==> src/rtl/rll_hdr_pkg.sv <==
// Package: shared constants and the phase type for the sector header writer.
// Assumes byte-wide input and a (2,7) code whose words consume at most 4 bits.
package rll_hdr_pkg;

    localparam int BYTE_W  = 8;               // input byte width
    localparam int MAX_IN  = 4;               // longest input word of the code
    localparam int BUF_W   = BYTE_W + MAX_IN; // input bit buffer depth
    localparam int CODE_W  = 2 * MAX_IN;      // longest code word

    localparam logic [BYTE_W-1:0] FILL_GAP  = 8'h33;
    localparam logic [BYTE_W-1:0] FILL_PRE  = 8'hFF;
    localparam logic [BYTE_W-1:0] SYNC_VAL  = 8'h62;
    localparam logic [BYTE_W-1:0] MARK_VAL  = 8'hFE;

    typedef enum logic [2:0] {
        PH_IDLE,
        PH_GAP,
        PH_PRE,
        PH_SYNC,
        PH_MARK,
        PH_DATA,
        PH_DONE
    } hdr_phase_t;

endpackage

==> src/rtl/rll27_word_map.sv <==
// Module: rll27_word_map
// Maps the head of the input bit buffer to one (2,7) code word.
// Assumes bits past the valid part of the buffer are zero, so a short
// tail reads as zero-padded. Code is left-aligned; its length is 2*in_len.
module rll27_word_map
    import rll_hdr_pkg::*;
(
    input  logic [MAX_IN-1:0] head,
    output logic [2:0]        in_len,
    output logic [CODE_W-1:0] code
);

    // Prefix decode of the code table, most significant bit first.
    always_comb begin
        if (head[3]) begin
            in_len = 3'd2;
            code   = head[2] ? 8'b1000_0000 : 8'b0100_0000;
        end else if (head[2]) begin
            in_len = 3'd3;
            code   = head[1] ? 8'b0010_0000 : 8'b1001_0000;
        end else if (!head[1]) begin
            in_len = 3'd3;
            code   = 8'b0001_0000;
        end else begin
            in_len = 3'd4;
            code   = head[0] ? 8'b0000_1000 : 8'b0010_0100;
        end
    end

endmodule

==> src/rtl/rll27_serializer.sv <==
// Module: rll27_serializer
// Keeps an input bit buffer, parses code words from it when the output
// register is about to empty, and shifts one code bit per cycle.
// Assumes the byte source honours in_ready; flush means no more bytes.
module rll27_serializer
    import rll_hdr_pkg::*;
(
    input  logic              clk,
    input  logic              rst_n,
    input  logic              in_valid,
    input  logic [BYTE_W-1:0] in_byte,
    output logic              in_ready,
    input  logic              flush,
    output logic              wr_pulse,
    output logic              idle,
    output logic              starve
);

    localparam int CNT_W = $clog2(BUF_W + 1);

    logic [BUF_W-1:0]  ibuf_q, shifted, merged;
    logic [CNT_W-1:0]  ibits_q, rem, len_w;
    logic [CODE_W-1:0] oreg_q, code;
    logic [3:0]        ocnt_q;
    logic [2:0]        in_len;
    logic              slot_free, fits, take, accept;

    rll27_word_map u_map (
        .head   (ibuf_q[BUF_W-1 -: MAX_IN]),
        .in_len (in_len),
        .code   (code)
    );

    // Decide whether a word is parsed this cycle and what the buffer keeps.
    always_comb begin
        len_w     = CNT_W'(in_len);
        slot_free = (ocnt_q <= 4'd1);
        fits      = (len_w <= ibits_q);
        take      = slot_free && (fits || (flush && ibits_q != '0));
        rem       = take ? (fits ? ibits_q - len_w : '0) : ibits_q;
        shifted   = take ? (ibuf_q << in_len) : ibuf_q;
        in_ready  = (rem <= CNT_W'(MAX_IN));
        accept    = in_valid && in_ready;
        merged    = shifted | (accept ? ({in_byte, {MAX_IN{1'b0}}} >> rem) : '0);
    end

    // Buffer, output shift register and its bit counter.
    always_ff @(posedge clk) begin
        if (!rst_n) begin
            ibuf_q  <= '0;
            ibits_q <= '0;
            oreg_q  <= '0;
            ocnt_q  <= '0;
        end else begin
            ibuf_q  <= merged;
            ibits_q <= rem + (accept ? CNT_W'(BYTE_W) : '0);
            if (take) begin
                oreg_q <= code;
                ocnt_q <= {in_len, 1'b0};
            end else begin
                oreg_q <= oreg_q << 1;
                if (ocnt_q != 4'd0)
                    ocnt_q <= ocnt_q - 4'd1;
            end
        end
    end

    assign wr_pulse = oreg_q[CODE_W-1];
    assign idle     = (ocnt_q == 4'd0) && (ibits_q == '0);
    assign starve   = (ocnt_q == 4'd1) && !take && !flush;

    // Length of the current run of empty code periods, for the run checks.
    logic [3:0] zrun_q;
    always_ff @(posedge clk) begin
        if (!rst_n)
            zrun_q <= '0;
        else if (wr_pulse || ocnt_q == 4'd0)
            zrun_q <= '0;
        else if (zrun_q != 4'hF)
            zrun_q <= zrun_q + 4'd1;
    end

    assert_min_gap_R8: assert property (@(posedge clk) disable iff (!rst_n)
        wr_pulse |-> (!$past(wr_pulse) && !$past(wr_pulse, 2)));

    assert_max_run_R8: assert property (@(posedge clk) disable iff (!rst_n)
        zrun_q <= 4'd7);

    assert_no_overflow_R9: assert property (@(posedge clk) disable iff (!rst_n)
        ibits_q <= CNT_W'(BUF_W));

endmodule

==> src/rtl/hdr_sequencer.sv <==
// Module: hdr_sequencer
// Walks the sector fields (gap, preamble, sync, mark, data) and offers one
// byte at a time to the serializer. Counts are latched at start.
// Assumes the serializer drains and reports idle after flush.
module hdr_sequencer
    import rll_hdr_pkg::*;
#(
    parameter int CW = 8,
    parameter int DW = 10
) (
    input  logic              clk,
    input  logic              rst_n,
    input  logic              start,
    input  logic [CW-1:0]     gap_count,
    input  logic [CW-1:0]     pre_count,
    input  logic [DW-1:0]     data_count,
    input  logic              enc_ready,
    input  logic              enc_idle,
    input  logic              data_valid,
    input  logic [BYTE_W-1:0] data_byte,
    output logic              src_valid,
    output logic [BYTE_W-1:0] src_byte,
    output logic              data_req,
    output logic              flush,
    output logic              busy,
    output logic              start_acc
);

    localparam int LW = (CW > DW) ? CW : DW;

    hdr_phase_t      phase_q, after_ph, first_ph;
    logic [LW-1:0]   left_q, after_left, first_left;
    logic [CW-1:0]   pre_q;
    logic [DW-1:0]   data_q;
    logic            accept, last;

    // Field that follows the current one, skipping empty fields.
    always_comb begin
        after_ph   = phase_q;
        after_left = '0;
        case (phase_q)
            PH_GAP:  begin
                after_ph   = (pre_q != '0) ? PH_PRE : PH_SYNC;
                after_left = LW'(pre_q);
            end
            PH_PRE:  after_ph = PH_SYNC;
            PH_SYNC: after_ph = PH_MARK;
            PH_MARK: begin
                after_ph   = (data_q != '0) ? PH_DATA : PH_DONE;
                after_left = LW'(data_q);
            end
            PH_DATA: after_ph = PH_DONE;
            default: after_ph = phase_q;
        endcase
        if (gap_count != '0) begin
            first_ph   = PH_GAP;
            first_left = LW'(gap_count);
        end else begin
            first_ph   = (pre_count != '0) ? PH_PRE : PH_SYNC;
            first_left = LW'(pre_count);
        end
    end

    // Byte offered to the serializer in each field.
    always_comb begin
        src_valid = 1'b1;
        case (phase_q)
            PH_GAP:  src_byte = FILL_GAP;
            PH_PRE:  src_byte = FILL_PRE;
            PH_SYNC: src_byte = SYNC_VAL;
            PH_MARK: src_byte = MARK_VAL;
            PH_DATA: begin
                src_byte  = data_byte;
                src_valid = data_valid;
            end
            default: begin
                src_byte  = '0;
                src_valid = 1'b0;
            end
        endcase
    end

    assign start_acc = start && (phase_q == PH_IDLE);
    assign accept    = src_valid && enc_ready;
    assign last      = (phase_q == PH_GAP || phase_q == PH_PRE || phase_q == PH_DATA)
                       ? (left_q == LW'(1)) : 1'b1;
    assign data_req  = (phase_q == PH_DATA) && enc_ready;
    assign flush     = (phase_q == PH_DONE);
    assign busy      = (phase_q != PH_IDLE);

    // Field state, remaining byte count and latched counts.
    always_ff @(posedge clk) begin
        if (!rst_n) begin
            phase_q <= PH_IDLE;
            left_q  <= '0;
            pre_q   <= '0;
            data_q  <= '0;
        end else if (start_acc) begin
            phase_q <= first_ph;
            left_q  <= first_left;
            pre_q   <= pre_count;
            data_q  <= data_count;
        end else if (phase_q == PH_DONE && enc_idle) begin
            phase_q <= PH_IDLE;
        end else if (accept) begin
            if (last) begin
                phase_q <= after_ph;
                left_q  <= after_left;
            end else begin
                left_q  <= left_q - LW'(1);
            end
        end
    end

    assert_start_ignored_R11: assert property (@(posedge clk) disable iff (!rst_n)
        (start && phase_q != PH_IDLE) |=> ($stable(pre_q) && $stable(data_q)));

endmodule

==> src/rtl/rll27_sector_writer.sv <==
// Module: rll27_sector_writer (top)
// Sector header writer: field sequencer feeding a (2,7) serializer, plus
// the sticky underflow flag. Assumes a host that answers data_req.
module rll27_sector_writer
    import rll_hdr_pkg::*;
#(
    parameter int CW = 8,
    parameter int DW = 10
) (
    input  logic          clk,
    input  logic          rst_n,
    input  logic          start,
    input  logic [CW-1:0] gap_count,
    input  logic [CW-1:0] pre_count,
    input  logic [DW-1:0] data_count,
    output logic          data_req,
    input  logic          data_valid,
    input  logic [7:0]    data_byte,
    output logic          wr_pulse,
    output logic          busy,
    output logic          underflow
);

    logic              src_valid, enc_ready, enc_idle, flush, starve, start_acc;
    logic [BYTE_W-1:0] src_byte;
    logic              uflow_q;

    hdr_sequencer #(.CW(CW), .DW(DW)) u_seq (
        .clk        (clk),
        .rst_n      (rst_n),
        .start      (start),
        .gap_count  (gap_count),
        .pre_count  (pre_count),
        .data_count (data_count),
        .enc_ready  (enc_ready),
        .enc_idle   (enc_idle),
        .data_valid (data_valid),
        .data_byte  (data_byte),
        .src_valid  (src_valid),
        .src_byte   (src_byte),
        .data_req   (data_req),
        .flush      (flush),
        .busy       (busy),
        .start_acc  (start_acc)
    );

    rll27_serializer u_ser (
        .clk      (clk),
        .rst_n    (rst_n),
        .in_valid (src_valid),
        .in_byte  (src_byte),
        .in_ready (enc_ready),
        .flush    (flush),
        .wr_pulse (wr_pulse),
        .idle     (enc_idle),
        .starve   (starve)
    );

    // Sticky late-data flag, cleared when a new sector starts.
    always_ff @(posedge clk) begin
        if (!rst_n)
            uflow_q <= 1'b0;
        else if (start_acc)
            uflow_q <= 1'b0;
        else if (starve)
            uflow_q <= 1'b1;
    end

    assign underflow = uflow_q;

    assert_uflow_sticky_R10: assert property (@(posedge clk) disable iff (!rst_n)
        (uflow_q && !start_acc) |=> uflow_q);

    assert_quiet_idle_R12: assert property (@(posedge clk) disable iff (!rst_n)
        !busy |-> !wr_pulse);

endmodule

==> config.mk <==
export PLATFORM = sky130hd
export DESIGN_NAME = rll27_sector_writer
export DESIGN_NICKNAME = d
export VERILOG_FILES = /design/src/rtl/rll_hdr_pkg.sv /design/src/rtl/rll27_word_map.sv /design/src/rtl/rll27_serializer.sv /design/src/rtl/hdr_sequencer.sv /design/src/rtl/rll27_sector_writer.sv
export SDC_FILE = /design/constraint.sdc
export NUM_CORES = 1
export LEC_CHECK = 0
export BUFFER_PORTS_ARGS = -buffer_cell sky130_fd_sc_hd__buf_4
export CORE_AREA = 4 4 99 101
export CTS_CLUSTER_DIAMETER = 60
export DETAILED_ROUTE_END_ITERATION = 16
export DIE_AREA = 0 0 103 105
export GPL_ROUTABILITY_DRIVEN = 0
export PLACE_DENSITY_LB_ADDON = 0.15
export SLEW_MARGIN = 10
export SYNTH_ARGS = -nofsm -noshare
export SYNTH_HDL_FRONTEND = slang
export SYNTH_SLANG_ARGS = --single-unit
==> constraint.sdc <==
create_clock -name clk -period 5 [get_ports clk]
set_input_delay 0.5 -clock clk [delete_from_list [all_inputs] [get_ports clk]]
set_output_delay 0.5 -clock clk [all_outputs]
set_load 0.005 [all_outputs]
; After elaboration in Yosys (flattened, before gate mapping)
; Cells that the tools add are included.
[totals]
reg_bits = 60
latch_bits = 0
mem_bits_rw = 0
rom_bits = 0
in_bits = 38
output_inout_bits = 4
wordCells = 101
memories = 0
[op_classes]
n_addsub = 4
n_mul = 0
n_div = 0
n_lt_le_gt_ge = 3
eq_ne = 9
shifts = 2
mux = 35
bitwise = 2
n_reduce_logical = 35
[ops]
columns = cell, count
row1 = $mux 8, 6
row2 = $mux 10, 4
row3 = $pmux 8 s5, 1
row4 = $mux 12, 2
row5 = $mux 3, 8
row6 = $reduce_bool 8->1, 3
row7 = $mux 4, 5
row8 = $pmux 10 s2, 1
row9 = $pmux 3 s5, 1
row10 = $mux 6, 2
row11 = $or 12x12->12, 1
row12 = $shl 12x3->12, 1
row13 = $shr 12x4->12, 1
row14 = $eq 10x1->1 const B, 1
row15 = $reduce_bool 10->1, 1
row16 = $sub 10x1->10 const B, 1
row17 = $eq 3x3->1 const B, 3
row18 = $logic_and 1x1->1, 9
row19 = $reduce_bool 3->1, 3
row20 = $logic_not 4->1, 2
row21 = $reduce_bool 4->1, 2
row22 = $reduce_bool 7->1, 1
row23 = $eq 3x2->1 const B, 2
row24 = $add 4x4->4, 1
row25 = other kinds (20), 28

; Depth between registers and ports, before layout
[depth]
ltp_word = 12
depth_mapped = 14
depth_no_buf = 12

; Modules after synthesis
; From an unflattened synthesis, not the netlist that was laid out.
[hier_totals]
cells_unflattened = 531
area_unflattened_um2 = 4226.6
[modules_own_cells]
columns = module, n_inst, cells_per_inst, area_each_um2, seq_area_each_um2
row1 = hdr_sequencer, 1, 278, 2050.7, 620.6
row2 = rll27_serializer, 1, 236, 2044.5, 560.5
row3 = rll27_word_map, 1, 14, 95.1, 0.0
row4 = rll27_sector_writer, 1, 3, 36.3, 20.0

; Least setup slack after synthesis
; OpenSTA, ideal clock, no wires.
[synth_timing]
kind = register -> output
start = reg u_ser.ibuf_q[10]
end = out data_req
arrival_ns = 2.900
t_required_ns = 4.500
setup_slack_ns = 1.600
path_stages_with_launch = 11
n_path_buf = 1
cell_sequence = dfxtp_1 > and2b_2 > clkbuf_1 > nor2_1 > ha_1 > and4bb_1 > o31ai_4 > a21oi_2 > a221o_1 > nor2b_4 > and4b_2
[synth_between]
elab_chain_cells = 8
word_cells_on_any_way = 10
classes_between = 1 x add/sub / 2 x order compare / 4 x mux / 3 x reduce/logical
[synth_lines]
columns = item, line_no
row1 = from (decl), rll27_serializer.sv:21  ; logic [BUF_W-1:0] ibuf_q, shifted, merged;
row2 = from (signal assigned), rll27_serializer.sv:55  ; ibuf_q <= merged;
row3 = $mux 3 (*), rll27_word_map.sv:18  ; end else if (head[2]) begin
row4 = $mux 3 (*), rll27_word_map.sv:15  ; if (head[3]) begin
row5 = $le 3x4->1, rll27_serializer.sv:38  ; fits = (len_w <= ibits_q);
row6 = $logic_or 1x1->1, rll27_serializer.sv:39  ; take = slot_free && (fits || (flush && ibits_q != '0));
row7 = $logic_and 1x1->1, rll27_serializer.sv:39
row8 = $mux 4 (*), rll27_serializer.sv:40  ; rem = take ? (fits ? ibits_q - len_w : '0) : ibits_q;
row9 = $le 4x3->1 (*), rll27_serializer.sv:42  ; in_ready = (rem <= CNT_W'(MAX_IN));
row10 = $logic_and 1x1->1 (*), hdr_sequencer.sv:87  ; assign data_req = (phase_q == PH_DATA) && enc_ready;
row11 = to (decl), rll27_sector_writer.sv:16  ; output logic data_req,
; Every way passes the cells marked *; elsewhere a longest branch is shown, timed or not.

; Worst setup path in the final report
; Same ends and word-level chain as after synthesis.

==> results.json <==
{
  "hold_class": "input port to flip-flop",
  "vias_per_cell": 5.84,
  "first_pass_grt_wire_length_um": 17800,
  "layout.filler_cells": 912,
  "chipHeight_um": 105,
  "die_area_um2": 10800,
  "cts_max_level": 3,
  "synthesis.yosys.warnings": 0,
  "tightest_slew_ps": 1210,
  "drtIter0Drc": 189,
  "postCtsResizedCells": 0,
  "port_buffers": 41,
  "critical_path_arrival_ps": 3680,
  "pwr-share-seq": 0.238,
  "synth.area.top_cells": "dfxtp_1 30%, nand2_1 7.8%, a21boi_0 5.0%, mux2i_1 3.6%, o21ai_0 3.5%",
  "critPathKind": "flip-flop to output port",
  "syn_area_per_cell_um2": 7.80,
  "outcome": "complete, no violations",
  "synth_top_area_share": 0.300,
  "min_period_over_period": 0.836,
  "avgRoutedWirePerCell_um": 16.9,
  "vdd_ir_drop_max_mv": 0.232,
  "maxCapViolations": 0,
  "synth_nets": 540,
  "ys_seq_area_frac": 0.300,
  "hold_slack_ps": 404,
  "postCtsHoldBufs": 0,
  "clock_power_share": 0.144,
  "synth-edff-count": 0,
  "postSynth.asyncResetShare": 0,
  "worst_ep_required_time_ps": 4500,
  "core_region_area_um2": 9020,
  "end_kind": "output port",
  "die_width_um": 103,
  "cp_max_fo": 11,
  "residual_drc_count": 0,
  "synthesis.instances": 497,
  "synthFlopType": "dfxtp_1",
  "layout.cell_area.non_filler_um2": 4370,
  "power.net_switching_uw": 1540,
  "endpoints_failing_hold": 0,
  "drive_above_1_share": 0.172,
  "flip_flop_and_latch_area_um2": 1160,
  "route.antenna.remaining_nets": 0,
  "vias_post_dr": 3702,
  "totalNegativeSetupSlack_ps": 0,
  "p_comb_frac": 0.619,
  "report.final.slew_viol_count": 0,
  "min_period_ps": 4180,
  "grt-ovfl-total": 0,
  "worstSetupStartpointType": "flip-flop",
  "clock_root_cell": "clkbuf_8",
  "intPower_uw": 1570,
  "final_critical_path_setup_slack_ps": 820,
  "area_growth_pct": 12.7,
  "antenna_found_initial": 0,
  "clock_skew_ps": 9.87,
  "core.rowCount": 35,
  "clock_insertion_delay_worst_skew_ps": 350,
  "start_util": 0.430,
  "num_io_pins": 42,
  "drt_pass1_iterations": 4,
  "clock_sink_count": 58,
  "timing.fmax_mhz": 239,
  "grt_use_total": 0.205,
  "layout.nets": 561,
  "multiInputGateArea_um2": 2490,
  "clk_path_buf_depth": 2,
  "final_util": 0.484,
  "cts.reportedPaths.clkPinSlew_ps": 80,
  "synth_cell_type_count": 83,
  "post_synthesis_sequential_element_count": 58,
  "worst_slew_margin_rel": 0.195,
  "via_count_of_the_first_global_routing_pass": 3605,
  "rsz0062_at_grt": "false",
  "synth_largest_area_cell": "dfxtp_1",
  "post-dp-hpwl_um": 7820,
  "dp_slack_ps": 1200,
  "postCtsSetupBuffers": 0,
  "total_leakage_power_uw": 0.00166,
  "clock_tree_from_tritoncts": "yes",
  "setup_viol": 0,
  "wirelength_um": 10700,
  "cts_buffers": 9,
  "antenna_cells": 0,
  "placed_cell_area_um2": 4170,
  "total_power_density_per_cell_area_nw_per_um2": 712,
  "post_synth_instance_area_um2": 3880,
  "sw_frac_of_total": 0.496,
  "grt_max_degree": 62
}
registers in the layout, summed over array words and instances (netlist names):
signal	flops
u_ser.oreg_q	6
u_seq.data_q	10
u_ser.ibuf_q	12
u_seq.phase_q	3
u_ser.ibits_q	4
u_seq.left_q	10
underflow	1
u_ser.ocnt_q	4
u_seq.pre_q	8
power by group through the flow:
| stage | registers (uW) | logic (uW) | clock network (uW) |
|---|---|---|---|
| 2_1_floorplan | 692 | 1600 | 0 |
| 3_3_place_gp | 744 | 1900 | 0 |
| 3_5_place_dp | 746 | 1910 | 0 |
| 4_1_cts | 736 | 1920 | 457 |
| 5_1_grt | 759 | 2160 | 479 |
| 6_report | 740 | 1920 | 446 |
kinds of logic after synthesis:
kind of cell | Yosys count | synth area share
and+or+nand+nor | 205 | 0.270
AOI/OAI and AO/OA | 161 | 0.301
DFF | 58 | 0.300
buffers and inverters | 46 | 0.0578
muxes | 15 | 0.0391
xor gates and xnor gates | 6 | 0.0136
adders and majority gates | 6 | 0.0187
synth_stat cells (3+ instances only):
library cell,number
a211o_1,4
a211oi_1,5
a21boi_0,26
a21oi_1,23
a221oi_1,3
a22oi_1,12
a31oi_1,10
and2_1,5
and3_1,3
buf_2,3
buf_4,4
buf_6,3
clkbuf_1,21
dfxtp_1,58
ha_1,5
inv_1,11
mux2i_1,14
nand2_1,81
nand3_1,15
nor2_1,30
nor2b_1,15
nor3_1,11
nor3b_1,5
nor4_1,8
o211ai_1,7
o21a_1,6
o21ai_0,27
or4_1,5
xnor2_1,4
area by class of cell:
class / count / area share
Multi-Input combinational cell: 393 / 0.570
Sequential cell: 58 / 0.266
Timing Repair Buffer: 44 / 0.0756
Tap cell: 111 / 0.0318
Clock buffer: 9 / 0.0284
Clock inverter: 7 / 0.0178
Inverter: 12 / 0.0103
stage by stage:
step                      std cells  total power (uW)
after floorplan                 497              2290
after global placement          618              2640
after detailed placement        618              2650
after CTS                       634              3110
after global routing            634              3390
final                           634              3110
cells in the final DEF (no fill, tap or decap), drive strengths merged, types with 3 or more instances in the layout:
cell type,n
nand2,81
dfxtp,58
buf,44
nor2,31
o21ai,30
a21boi,27
a21oi,25
nor2b,16
nand3,15
mux2i,14
inv,14
a22oi,12
nor3,12
a31oi,11
clkbuf,9
nor4,8
o211ai,7
o21a,6
and2,6
a211oi,6
nor3b,6
or4,5
ha,5
a211o,5
and3,5
xnor2,4
or3,4
or2,4
o311ai,4
a221oi,3
a21o,3
a22o,3
clkinv,3
routing by layer:
| metal | track usage | wire (um) |
|---|---|---|
| met2 | 0.331 | 5230 |
| met4 | 0.0870 | 254 |
| met5 | 0 | 0 |
| met3 | 0.0334 | 515 |
| met1 | 0.265 | 4740 |
worst paths after layout:
kind                                    to  cells after the start  slack, ps                        start
max                               data_req                     11        820  u_ser.ibuf_q[10]$_SDFF_PN0_
min           u_seq.data_q[4]$_SDFFE_PN0P_                      3        400                data_count[4]
max reg2reg  u_seq.phase_q[0]$_SDFFE_PN0P_                     12       1210  u_ser.ibuf_q[10]$_SDFF_PN0_
min reg2reg     u_ser.oreg_q[3]$_SDFF_PN0_                      2        450   u_ser.oreg_q[2]$_SDFF_PP0_
critical path, stage by stage, from the launching register on:
cell      delay, ps
dfxtp_1         480
and2b_2         350
nor2_1          240
ha_1            200
inv_1            60
ha_1            210
a211oi_2        540
a21oi_2         160
a32oi_2         590
nor2b_4         110
and4b_2         300
buf_4           100
Power figures use the tool's default switching activity.
